<file path="config.mk">
export PLATFORM = sky130hd
export DESIGN_NAME = usec_tick_timer
export DESIGN_NICKNAME = d
export VERILOG_FILES = /design/src/rtl/utmr_pkg.sv /design/src/rtl/utmr_prescale.sv /design/src/rtl/utmr_core.sv /design/src/rtl/utmr_wrap_ext.sv /design/src/rtl/usec_tick_timer.sv
export SDC_FILE = /design/constraint.sdc
export NUM_CORES = 1
export LEC_CHECK = 0
export BUFFER_PORTS_ARGS = -buffer_cell sky130_fd_sc_hd__buf_2
export CAP_MARGIN = 10
export CORE_UTILIZATION = 35
export DETAILED_ROUTE_END_ITERATION = 6
export PLACE_DENSITY_LB_ADDON = 0.25
export SLEW_MARGIN = 15
export SYNTH_ARGS = -nofsm -noshare
export SYNTH_HDL_FRONTEND = slang
export SYNTH_SLANG_ARGS = --single-unit
</file>
<file path="constraint.sdc">
create_clock -name clk_i -period 2 [get_ports clk_i]
set_clock_uncertainty 0.1 [all_clocks]
set_input_delay 0.4 -clock clk_i [delete_from_list [all_inputs] [get_ports clk_i]]
set_output_delay 0.4 -clock clk_i [all_outputs]
set_load 0.05 [all_outputs]
</file>
<file path="src/rtl/utmr_pkg.sv">
package utmr_pkg;
   // Width of a counter that must hold values 0 .. n-1 (at least one bit).
   function automatic int unsigned span_width(input int unsigned n);
      int unsigned w;
      w = 1;
      while ((1 << w) < n) w++;
      return w;
   endfunction
endpackage

</file>
<file path="src/rtl/utmr_prescale.sv">
module utmr_prescale #(
   parameter int unsigned DIV = 6
) (
   input  logic clk_i,
   input  logic rst_i,
   input  logic hold_i,
   output logic step_o
);
   import utmr_pkg::*;
   localparam int unsigned PH_W = span_width(DIV);

   if (DIV < 1) begin : g_bad_div
      $error("utmr_prescale: DIV must be at least 1");
   end

   if (DIV == 1) begin : g_bypass
      assign step_o = !hold_i;
   end else begin : g_divide
      logic [PH_W-1:0] phase_q;
      logic            last_ph;

      assign last_ph = (phase_q == PH_W'(DIV - 1));
      assign step_o  = !hold_i && last_ph;

      always_ff @(posedge clk_i) begin
         if (rst_i)
            phase_q <= '0;
         else if (!hold_i)
            phase_q <= last_ph ? '0 : phase_q + 1'b1;
      end

      AST_PHASE_RANGE: assert property (@(posedge clk_i) disable iff (rst_i)
         phase_q <= PH_W'(DIV - 1));
      AST_PHASE_FROZEN: assert property (@(posedge clk_i) disable iff (rst_i)
         hold_i |=> $stable(phase_q));
   end
endmodule

</file>
<file path="src/rtl/utmr_core.sv">
module utmr_core #(
   parameter int unsigned CNT_W    = 8,
   parameter int unsigned FAST_BIT = 6
) (
   input  logic             clk_i,
   input  logic             rst_i,
   input  logic             step_i,
   output logic [CNT_W-1:0] count_o,
   output logic             wrap_o,
   output logic             tick_fast_o
);
   if (FAST_BIT >= CNT_W) begin : g_bad_bit
      $error("utmr_core: FAST_BIT must lie inside the count");
   end

   logic [CNT_W-1:0] cnt_q;
   logic             fast_q;
   logic             fall_evt;

   // Bit FAST_BIT falls on the step where all bits up to it are ones.
   assign fall_evt = step_i && (&cnt_q[FAST_BIT:0]);
   assign wrap_o   = step_i && (&cnt_q);

   always_ff @(posedge clk_i) begin
      if (rst_i) begin
         cnt_q  <= '0;
         fast_q <= 1'b0;
      end else begin
         fast_q <= fall_evt;
         if (step_i) cnt_q <= cnt_q + 1'b1;
      end
   end

   assign count_o     = cnt_q;
   assign tick_fast_o = fast_q;

   AST_CNT_ADVANCE: assert property (@(posedge clk_i) disable iff (rst_i)
      step_i |=> cnt_q == $past(cnt_q) + 1'b1);
   AST_CNT_HOLD: assert property (@(posedge clk_i) disable iff (rst_i)
      !step_i |=> $stable(cnt_q));
   AST_FAST_ONE_CYCLE: assert property (@(posedge clk_i) disable iff (rst_i)
      fast_q |=> !fast_q);
   AST_FAST_ALIGNED: assert property (@(posedge clk_i) disable iff (rst_i)
      fast_q |-> cnt_q[FAST_BIT:0] == '0);
endmodule

</file>
<file path="src/rtl/utmr_wrap_ext.sv">
module utmr_wrap_ext #(
   parameter int unsigned EXT_W = 3,
   parameter int unsigned WRAPS = 4
) (
   input  logic clk_i,
   input  logic rst_i,
   input  logic wrap_i,
   output logic tick_slow_o
);
   if (WRAPS < 1 || WRAPS > (1 << EXT_W)) begin : g_bad_wraps
      $error("utmr_wrap_ext: WRAPS must fit the extension counter");
   end

   logic [EXT_W-1:0] ext_q;
   logic             slow_q;
   logic             last_wrap;

   assign last_wrap = (ext_q == EXT_W'(WRAPS - 1));

   always_ff @(posedge clk_i) begin
      if (rst_i) begin
         ext_q  <= '0;
         slow_q <= 1'b0;
      end else begin
         slow_q <= wrap_i && last_wrap;
         if (wrap_i) ext_q <= last_wrap ? '0 : ext_q + 1'b1;
      end
   end

   assign tick_slow_o = slow_q;

   AST_EXT_RANGE: assert property (@(posedge clk_i) disable iff (rst_i)
      ext_q <= EXT_W'(WRAPS - 1));
   AST_EXT_HOLD: assert property (@(posedge clk_i) disable iff (rst_i)
      !wrap_i |=> $stable(ext_q));
   AST_SLOW_ONE_CYCLE: assert property (@(posedge clk_i) disable iff (rst_i)
      slow_q |=> !slow_q);
endmodule

</file>
<file path="src/rtl/usec_tick_timer.sv">
module usec_tick_timer #(
   parameter int unsigned PRESCALE_DIV = 6,
   parameter int unsigned CNT_W        = 8,
   parameter int unsigned FAST_BIT     = 6,
   parameter int unsigned EXT_W        = 3,
   parameter int unsigned SLOW_WRAPS   = 4
) (
   input  logic             clk_i,
   input  logic             rst_i,
   input  logic             suspend_i,
   output logic [CNT_W-1:0] count_o,
   output logic             tick_fast_o,
   output logic             tick_slow_o
);
   logic step;
   logic wrap;

   utmr_prescale #(.DIV(PRESCALE_DIV)) u_pre (
      .clk_i  (clk_i),
      .rst_i  (rst_i),
      .hold_i (suspend_i),
      .step_o (step)
   );

   utmr_core #(.CNT_W(CNT_W), .FAST_BIT(FAST_BIT)) u_core (
      .clk_i       (clk_i),
      .rst_i       (rst_i),
      .step_i      (step),
      .count_o     (count_o),
      .wrap_o      (wrap),
      .tick_fast_o (tick_fast_o)
   );

   utmr_wrap_ext #(.EXT_W(EXT_W), .WRAPS(SLOW_WRAPS)) u_ext (
      .clk_i       (clk_i),
      .rst_i       (rst_i),
      .wrap_i      (wrap),
      .tick_slow_o (tick_slow_o)
   );

   AST_SUSPEND_QUIET: assert property (@(posedge clk_i) disable iff (rst_i)
      suspend_i |=> !tick_fast_o && !tick_slow_o);
   AST_SLOW_WITH_FAST: assert property (@(posedge clk_i) disable iff (rst_i)
      tick_slow_o |-> tick_fast_o);
   AST_SLOW_AT_ZERO: assert property (@(posedge clk_i) disable iff (rst_i)
      tick_slow_o |-> count_o == '0);
   AST_RESET_CLEARS: assert property (@(posedge clk_i)
      rst_i |=> count_o == '0 && !tick_fast_o && !tick_slow_o);
endmodule

</file>
==> impl_metrics.json, run 1 <==
{
  "seq_power_share": 0.574,
  "drc_errors": 0,
  "gr-total-overflow": 0,
  "post_drt_wl_per_cell_microns": 11.2,
  "crit_path_start_kind": "register",
  "p_leak_nw": 0.316,
  "clkPwrFrac": 0.390,
  "h-tree-depth": 1,
  "reg2reg_depth": 4,
  "dr_total_vias": 563,
  "syn2layout_area_growth_pct": 16.3,
  "final.setup.tns_ps": 0,
  "drv_slew": 0,
  "hold_viol_final": 0,
  "slew_headroom": 0.793,
  "crit_type": "register to register",
  "crit_end": "u_ext.ext_q[0]",
  "r2r-end": "u_ext.ext_q[0]",
  "viasPerCell": 4.90,
  "cts-resized-gates": 0,
  "hold_buffers": 0,
  "max_freq_mhz": 604,
  "seq_area_sq_um": 320,
  "maxCapViolCount": 0,
  "drive_above_1_share": 0.227,
  "cts-root-buf": "clkbuf_4",
  "worstMarginPinSlew_ps": 309,
  "ios": 13,
  "place_congestion": 0.635,
  "finalCritPeriodShare": 0.828,
  "startpoint": "u_core.count_o[0]",
  "multi_input_area_sq_um": 372,
  "grt_max_degree": 19,
  "core_area_sq_um": 1940,
  "die_h_microns": 47.3,
  "final_cell_mix": "16 x dfxtp_1, 12 x buf_2, 7 x a21oi_1",
  "rsz0062_at_grt": "no",
  "setup_viol": 0,
  "seq_area_frac_synth": 0.445,
  "placed_cells": 111,
  "synth_cells": 75,
  "switchingPower_mw": 0.124,
  "rr_startpoint": "u_core.count_o[0]",
  "cts_tree": "built",
  "yosysUniqueCellTypes": 24,
  "clockBufferDepth": 2,
  "fill_cells": 216,
  "p_per_area_nw_per_um2": 678,
  "run_status": "finished, final reports clean",
  "first_global_vias": 465,
  "crit_fanout": 7,
  "finalNonFillerCells": 115,
  "dr.pass1.iters": 3,
  "drt_iter0_drc": 8,
  "ff2ff_setup_slack_ps": 340,
  "yosysWarnings": 0,
  "design.die.area_sq_um": 2240,
  "comb_power_share": 0.036,
  "io_buffer_count": 12,
  "max-vdd-ir-drop_mv": 0.350,
  "synth_seq_cells": 16,
  "end_kind": "register",
  "p_int_mw": 0.443,
  "clk_pin_slew_ps": 100,
  "clock-sinks": 16,
  "start_util": 0.370,
  "postCtsSetupBuffers": 0,
  "hold_class": "input pin to register",
  "dpl_cell_area_sq_um": 801,
  "synth_area_sq_um": 719,
  "clk_latency_ps": 290,
  "antenna_found_initial": 0,
  "die_w_microns": 47.3,
  "avgSynthCellArea_sq_um": 9.59,
  "postRouteAntennaNets": 0,
  "antenna_cells": 0,
  "switching_share": 0.219,
  "std_cell_rows": 16,
  "cts_buffers": 3,
  "grt_use_total": 0.134,
  "syn_nets": 80,
  "final_common_cell": "dfxtp_1",
  "cp.arrival_ps": 1740,
  "grt_pass1_wl_mm": 2.02,
  "fin_crit_ps": 1660,
  "nNetsFinal": 94,
  "wirelength_mm": 1.29,
  "fin_area_sq_um": 837,
  "crit_required_ps": 2090
}
critical path, cell delays in order, from the launching register on:
cell and delay, ps:
dfxtp_1 410, ha_1 180, nand2_1 160, or4_4 570, mux2i_1 130
synthesized netlist by cell type, drive strengths merged:
master,instances,share of area
or4,5,0.057
nor2b,3,0.026
a21oi,7,0.049
nand2,2,0.010
mux2i,5,0.070
inv,4,0.021
o31ai,4,0.042
nand3,2,0.014
nand4bb,1,0.038
or3,2,0.017
dfxtp,16,0.45
nand4,1,0.0087
xor2,1,0.012
nand2b,4,0.035
buf,2,0.012
nor3,1,0.0069
clkbuf,1,0.0052
ha,2,0.035
o21ai,3,0.021
nor2,6,0.031
nor4,3,0.043
metrics by stage:
stage	setup WS (ps)	util	power, mW	hold slack [ps]
after global routing	246	0.431	0.587	337
after floorplan	46.5	-	0.349	327
after detailed placement	232	0.412	0.354	370
final	345	0.431	0.567	306
after CTS	339	0.431	0.569	303
after global placement	259	0.412	0.353	352
cell type report:
class | instances | share of cell area
sequential | 16 | 0.383
clock buffer | 4 | 0.0433
multi-input combinational | 52 | 0.444
timing repair buffer | 12 | 0.0717
inverter | 4 | 0.0179
tap | 27 | 0.0404
power by group through the flow:
stage	clock, mW	sequential [mW]	combinational, mW
5_1_grt	0.237	0.326	0.0227
3_5_place_dp	0	0.333	0.0207
4_1_cts	0.223	0.326	0.0206
6_report	0.221	0.326	0.0203
2_1_floorplan	0	0.332	0.0165
3_3_place_gp	0	0.333	0.0202
worst min-delay path by stage:
| stage | startpoint | end | slack, ps | depth (start not counted) |
|---|---|---|---|---|
| after detailed placement | u_ext.ext_q[2] | u_ext.tick_slow_o | 370 | 1 |
| after CTS | suspend_i | u_pre.g_divide.phase_q[0] | 300 | 3 |
| final | suspend_i | u_pre.g_divide.phase_q[0] | 310 | 3 |
| after floorplan | u_ext.ext_q[2] | u_ext.tick_slow_o | 330 | 1 |
| after global placement | u_ext.ext_q[2] | u_ext.tick_slow_o | 350 | 1 |
| after global routing | suspend_i | u_pre.g_divide.phase_q[0] | 340 | 3 |
metal layers:
metal	share of wire	GRT usage	vias up	wire length, microns
met5	0	0	-	0
met4	0.010	0.103	0	13
met3	0.035	0.0231	2	45
met2	0.47	0.197	7	599
met1	0.49	0.173	258	630
li1	-	-	296	-
cells by family (layout without fill, tap and decap cells):
family / after synthesis / after routing / synth area share
simple gates: 30 / 30 / 0.289
flops: 16 / 16 / 0.445
compound gates: 14 / 14 / 0.111
buf+inv: 7 / 20 / 0.0382
mux: 5 / 5 / 0.0696
fa+ha+maj: 2 / 2 / 0.0348
xor+xnor: 1 / 1 / 0.0122
registers in the layout, summed over array words and instances, names as in the netlist:
signal                  cells
u_pre.g_divide.phase_q      3
u_core.tick_fast_o          1
u_core.count_o              8
u_ext.ext_q                 3
u_ext.tick_slow_o           1
(Power assumes the default switching activity.)
==> run 2: changes to the inputs <==
Settings changed: ABC_AREA from default to 1.
Clock period 2 ns to 1.4 ns, I/O delays scaled along.
==> run 2 against run 1 <==
Combinational power is 110% higher. Sequential power is 43% higher. Final area is 7.0% higher. Cell count is 29% higher. Via count is 23% higher. Non-clock buffer count stayed put. Critical path type is now register to primary output.
==> impl_metrics.json, run 2 <==
{
  "comb_power_share": 0.054,
  "rr_startpoint": "u_core.count_o[0]",
  "start_util": 0.381,
  "synthMuxAreaShare": 0,
  "holdPathStages": 2,
  "clock-sinks": 16,
  "dr.pass1.iters": 4,
  "hold_class": "input pin to register",
  "startpoint": "u_core.count_o[3]",
  "yosys.area.top_type": "dfxtp_1",
  "yosysWarnings": 0,
  "postCtsSetupBuffers": 0,
  "synth_top_area_frac": 0.416,
  "die_h_microns": 48.9,
  "synth_edf_count": 0,
  "postRouteAntennaNets": 0,
  "min_from": "rst_i",
  "cts-root-buf": "clkbuf_4",
  "crit_path_start_kind": "register",
  "syn2layout_area_growth_pct": 16.2,
  "synth-xor-area-share": 0.0114,
  "cts_buffers": 3,
  "crit_required_ps": 1020,
  "switching_share": 0.241,
  "synth_top_family_by_area": "simple AND/OR/NAND/NOR gates",
  "synth_ff_type": "dfxtp_1",
  "finalCritPeriodShare": 0.944,
  "fin_area_sq_um": 896,
  "path_cells": "clkbuf_4",
  "die_w_microns": 48.9,
  "worst_hold_path.endpoint": "u_core.count_o[0]",
  "dpl_cell_area_sq_um": 862,
  "clkPwrFrac": 0.339,
  "drc_errors": 0,
  "setup_viol": 0,
  "synth-simple-area-share": 0.370,
  "drt_iter0_drc": 15,
  "clockBufferDepth": 2,
  "crit_type": "register to primary output",
  "fin_crit_ps": 1320,
  "run_status": "finished, final reports clean",
  "wirelength_mm": 1.48,
  "r2r-end": "u_ext.ext_q[0]",
  "hold_viol_final": 0,
  "final_core_util": 0.443,
  "grt_pass1_wl_mm": 2.68,
  "std_cell_rows": 16,
  "io_buffer_count": 12,
  "total_power_mw": 0.770,
  "post_drt_wl_per_cell_microns": 10.0,
  "p_int_mw": 0.584,
  "synthArstFlopShare": 0,
  "critical_path_buf_inv_count": 1,
  "p_leak_nw": 0.399,
  "drv_slew": 0,
  "max_freq_mhz": 756,
  "maxCapViolCount": 0,
  "drive_above_1_share": 0.273,
  "cp.arrival_ps": 940,
  "antenna_cells": 0,
  "dr_total_vias": 693,
  "synth_seq_cells": 16,
  "place_congestion": 0.805,
  "h-tree-depth": 1,
  "p_per_area_nw_per_um2": 860,
  "end_kind": "primary output",
  "viasPerCell": 4.68,
  "ios": 13,
  "critical_path.top_delay_family": "flip-flops",
  "clk_latency_ps": 290,
  "synthTopCellsByArea": "dfxtp_1 42%, nand2_1 10%, nor2_1 8.3%",
  "yosysUniqueCellTypes": 18,
  "max-vdd-ir-drop_mv": 0.579,
  "grt_use_total": 0.149,
  "avgSynthCellArea_sq_um": 7.27,
  "final_common_cell": "nand2_1",
  "post-dp-hpwl_mm": 1.10,
  "slew_headroom": 0.765,
  "largest_reg_flops": 8,
  "reg2reg_depth": 7,
  "clk_pin_slew_ps": 100,
  "seq_power_share": 0.607,
  "synth_fa_ha_area_frac": 0.0325,
  "seq_area_frac_synth": 0.416,
  "grt_max_degree": 13,
  "synth_area_sq_um": 771,
  "antenna_found_initial": 0,
  "syn_nets": 111,
  "ff2ff_setup_slack_ps": 120,
  "worstMarginPinSlew_ps": 353,
  "rsz0062_at_grt": "no",
  "design.die.area_sq_um": 2390,
  "first_global_vias": 641,
  "worst_path_max_delay_cell": "dfxtp_2",
  "crit_fanout": 6,
  "switchingPower_mw": 0.186,
  "nNetsFinal": 127,
  "cts_tree": "built",
  "slowest_delay_ps": 400,
  "synth_compound_area_frac": 0.0877,
  "final_cell_mix": "21 x nand2_1, 17 x nor2_1, 12 x inv_1",
  "core_area_sq_um": 2020,
  "gr-total-overflow": 0,
  "yosysMostFrequentCell": "nand2_1",
  "synth_cells": 106,
  "yosys-top-cells-count": "21 x nand2_1, 17 x nor2_1, 16 x dfxtp_1"
}
[run 2: cell types whose count changed in the layout (fill, tap and decap cells not counted), moves of 3 or more]
| cell | change |
|---|---|
| nand2_1 | +19 |
| nor2_1 | +11 |
| inv_1 | +8 |
| nand3_1 | +8 |
| dfxtp_1 | -5 |
| mux2i_1 | -5 |
| dfxtp_2 | +4 |
| nand2b_1 | -4 |
| nor2_2 | +4 |
| o31ai_1 | -4 |
| or4_1 | -4 |
| nor2_4 | +3 |
| nor2b_1 | -3 |
[run 2: worst max-delay path by stage]
stage / end / slack, ps / cells past startpoint
after global routing: u_ext.ext_q[1] / 8 / 7
after detailed placement: u_core.count_o[7] / 130 / 7
after global placement: u_core.count_o[4] / 140 / 7
after floorplan: u_core.count_o[4] / -5 / 6
after CTS: count_o[3] / 40 / 1
final: count_o[3] / 80 / 1
[run 2: logic make-up after synthesis]
group | Yosys count
xor gates and xnor gates | 1
and+or+nand+nor | 60
adders and majority gates | 2
DFF | 16
buffers and inverters | 15
AOI/OAI and AO/OA | 12
[run 2: area by class of cell]
type / count / area (sq um)
clock buffers: 4 / 26.3
fillers: 218 / 1130
inverters: 14 / 52.6
multi-input cells: 75 / 389
flip-flops and latches: 16 / 329
well taps: 27 / 33.8
repair buffers: 12 / 65.1
[run 2: per-stage QoR]
stage	hold slack (ps)	setup slack [ps]	std cells	TNS, ps
after floorplan	243	-4.95	106	-4.95
after global placement	330	142	144	0
after detailed placement	336	126	144	0
after CTS	85.9	37.3	148	0
after global routing	81.4	7.82	148	0
final	95.4	77.8	148	0
[run 2: repair_timing]
action                                  CTS  global route
gates resized for setup                   0             3
hold buffers                              0             0
endpoints found under the setup margin    0             4
[run 2: power groups by stage]
stage / registers, mW / clock network, mW / logic, mW
5_1_grt: 0.469 / 0.301 / 0.0485
3_3_place_gp: 0.478 / 0 / 0.0413
4_1_cts: 0.467 / 0.275 / 0.0420
6_report: 0.467 / 0.261 / 0.0417
3_5_place_dp: 0.478 / 0 / 0.0420
2_1_floorplan: 0.480 / 0 / 0.0313
[run 2: metal layers]
layer  wire length (microns)  global-route usage
met2                     719               0.227
met1                     683               0.182
met5                       0                   0
met3                      65              0.0561
met4                      14              0.0735
==> run 3: changes to the inputs <==
==> constraint.sdc (replaced) <==
create_clock -name clk_i -period 1.4 [get_ports clk_i]
set_clock_uncertainty 0.1 [all_clocks]
set_input_delay 0.07 -clock clk_i [delete_from_list [all_inputs] [get_ports clk_i]]
set_output_delay 0.07 -clock clk_i [all_outputs]
set_load 0.05 [all_outputs]
==> run 3 against run 2 <==
Clock-buffer cell count unchanged. Hold slack better by 260 ps. Via count up 1.3%. Largest cell class unchanged.
==> impl_metrics.json, run 3 (synthesis results as in run 2) <==
{
  "run_status": "finished, final reports clean",
  "antenna_found_initial": 0,
  "worstMarginPinSlew_ps": 387,
  "postRouteAntennaNets": 0,
  "grt_pass1_wl_mm": 2.90,
  "hold_viol_final": 0,
  "rr_startpoint": "u_core.count_o[0]",
  "final_common_cell": "nand2_1",
  "wirelength_mm": 1.53,
  "finalNonFillerCells": 150,
  "largest_reg_flops": 8,
  "final.setup.tns_ps": 0,
  "critical_path.top_delay_family": "simple AND/OR/NAND/NOR gates",
  "nNetsFinal": 129,
  "wl_met1_microns": 692,
  "finalCritPeriodShare": 0.910,
  "cts-root-buf": "clkbuf_4",
  "whs_ps": 355,
  "clk_pin_slew_ps": 100,
  "fin_area_sq_um": 926,
  "cts_tree": "built",
  "die_h_microns": 48.9,
  "switching_share": 0.233,
  "dr.pass1.iters": 4,
  "core_area_sq_um": 2020,
  "drc_errors": 0,
  "design.die.area_sq_um": 2390,
  "p_int_mw": 0.636,
  "std_cell_rows": 16,
  "dpl_cell_area_sq_um": 862,
  "first_global_vias": 693,
  "r2r-end": "u_ext.ext_q[1]",
  "fin_crit_ps": 1270,
  "final_core_util": 0.458,
  "final_cell_mix": "21 x nand2_1, 17 x nor2_1, 12 x inv_1, 12 x buf_2, 11 x dfxtp_1",
  "place_congestion": 0.817,
  "slowest_delay_ps": 380,
  "start_util": 0.381,
  "drt_iter0_drc": 5,
  "gr-total-overflow": 0,
  "grt_use_total": 0.159,
  "switchingPower_mw": 0.193,
  "placed_cells": 144,
  "routed.top_layer": "met4",
  "io_buffer_count": 12,
  "min_from": "u_ext.ext_q[2]",
  "antenna_cells": 0,
  "post-dp-hpwl_mm": 1.15,
  "worst_hold_path.endpoint": "u_ext.ext_q[2]",
  "crit_type": "register to register",
  "critical_path_buf_inv_count": 0,
  "h-tree-depth": 1,
  "dr_total_vias": 702,
  "reg2reg_depth": 6,
  "ios": 13,
  "maxCapViolCount": 0,
  "end_kind": "register",
  "crit_required_ps": 1500,
  "holdPathStages": 2,
  "comb_power_share": 0.058,
  "clockBufferDepth": 2,
  "seq_power_share": 0.563,
  "drive_above_1_share": 0.276,
  "dr_wl_met2_microns": 769,
  "wl_met3_microns": 52,
  "clock-sinks": 16,
  "max_freq_mhz": 785,
  "clkPwrFrac": 0.379,
  "setup_viol": 0,
  "worst_path_max_delay_cell": "dfxtp_4",
  "die_w_microns": 48.9,
  "viasPerCell": 4.68,
  "ff2ff_setup_slack_ps": 130,
  "drv_slew": 0,
  "grt_max_degree": 13,
  "p_leak_nw": 0.415,
  "hold_class": "register to register",
  "post_drt_wl_per_cell_microns": 10.2,
  "p_per_area_nw_per_um2": 896,
  "path_cells": "ha_2, nand3_1, nor2_1, nand3_1, nand2_1, nor2_1",
  "slew_headroom": 0.742,
  "cp.arrival_ps": 1370,
  "crit_path_start_kind": "register",
  "max-vdd-ir-drop_mv": 0.392,
  "cts_buffers": 3,
  "rsz0062_at_grt": "no",
  "postCtsSetupBuffers": 0,
  "clk_latency_ps": 290,
  "crit_fanout": 4,
  "syn2layout_area_growth_pct": 20.1
}
-- run 3: cell count changes in the layout (fill, tap and decap cells not counted) --
cell           change
nor2_4             +1
clkbuf_4           -2
clkbuf_8           +1
nor2_2             -1
dlygate4sd3_1      +2
clkbuf_1           -1
buf_2              +2
-- run 3: power by group through the flow --
stage / sequential [mW] / clock (mW) / combinational [mW]
2_1_floorplan: 0.480 / 0 / 0.0313
3_3_place_gp: 0.477 / 0 / 0.0416
3_5_place_dp: 0.477 / 0 / 0.0422
4_1_cts: 0.467 / 0.326 / 0.0464
5_1_grt: 0.469 / 0.353 / 0.0550
6_report: 0.467 / 0.314 / 0.0477
-- run 3: what timing repair did --
item,CTS,global route
endpoints found under the hold margin,5,0
gates resized for setup,0,2
endpoints found under the setup margin,0,4
hold buffers,2,0
-- run 3: worst max path at each step --
stage,startpoint,endpoint,slack [ps],cells after the start
6_report,u_core.count_o[0],u_ext.ext_q[1],130,6
3_5_place_dp,u_core.count_o[0],u_ext.ext_q[1],130,6
3_3_place_gp,u_core.count_o[0],u_ext.ext_q[0],160,7
2_1_floorplan,u_core.count_o[1],u_core.count_o[4],-5,6
4_1_cts,suspend_i,u_core.count_o[4],100,8
5_1_grt,suspend_i,u_core.count_o[7],20,9
-- run 3: tightest hold or removal path: stages, from the launching register on --
cell and delay [ps]:
dfxtp_1 330, nand2_1 60, nor2_1 40
-- run 3: per-layer routing --
metal	global-route usage	vias up
met1	0.180	320
met2	0.273	11
met4	0.0588	0
li1	-	369
met3	0.0561	2
met5	0	-
-- run 3: per-stage QoR --
stage	setup slack [ps]	power, mW
floorplan	-4.95	0.511
global placement	163	0.519
detailed placement	134	0.520
CTS	105	0.840
global route	17.7	0.877
finish	126	0.829
-- run 3: final cells by class --
cell class	instances	area [sq um]
fillers	229	1100
flip-flops and latches	16	329
well taps	27	33.8
clock buffers	4	36.3
multi-input cells	75	394
inverters	14	52.6
repair buffers	14	80.1
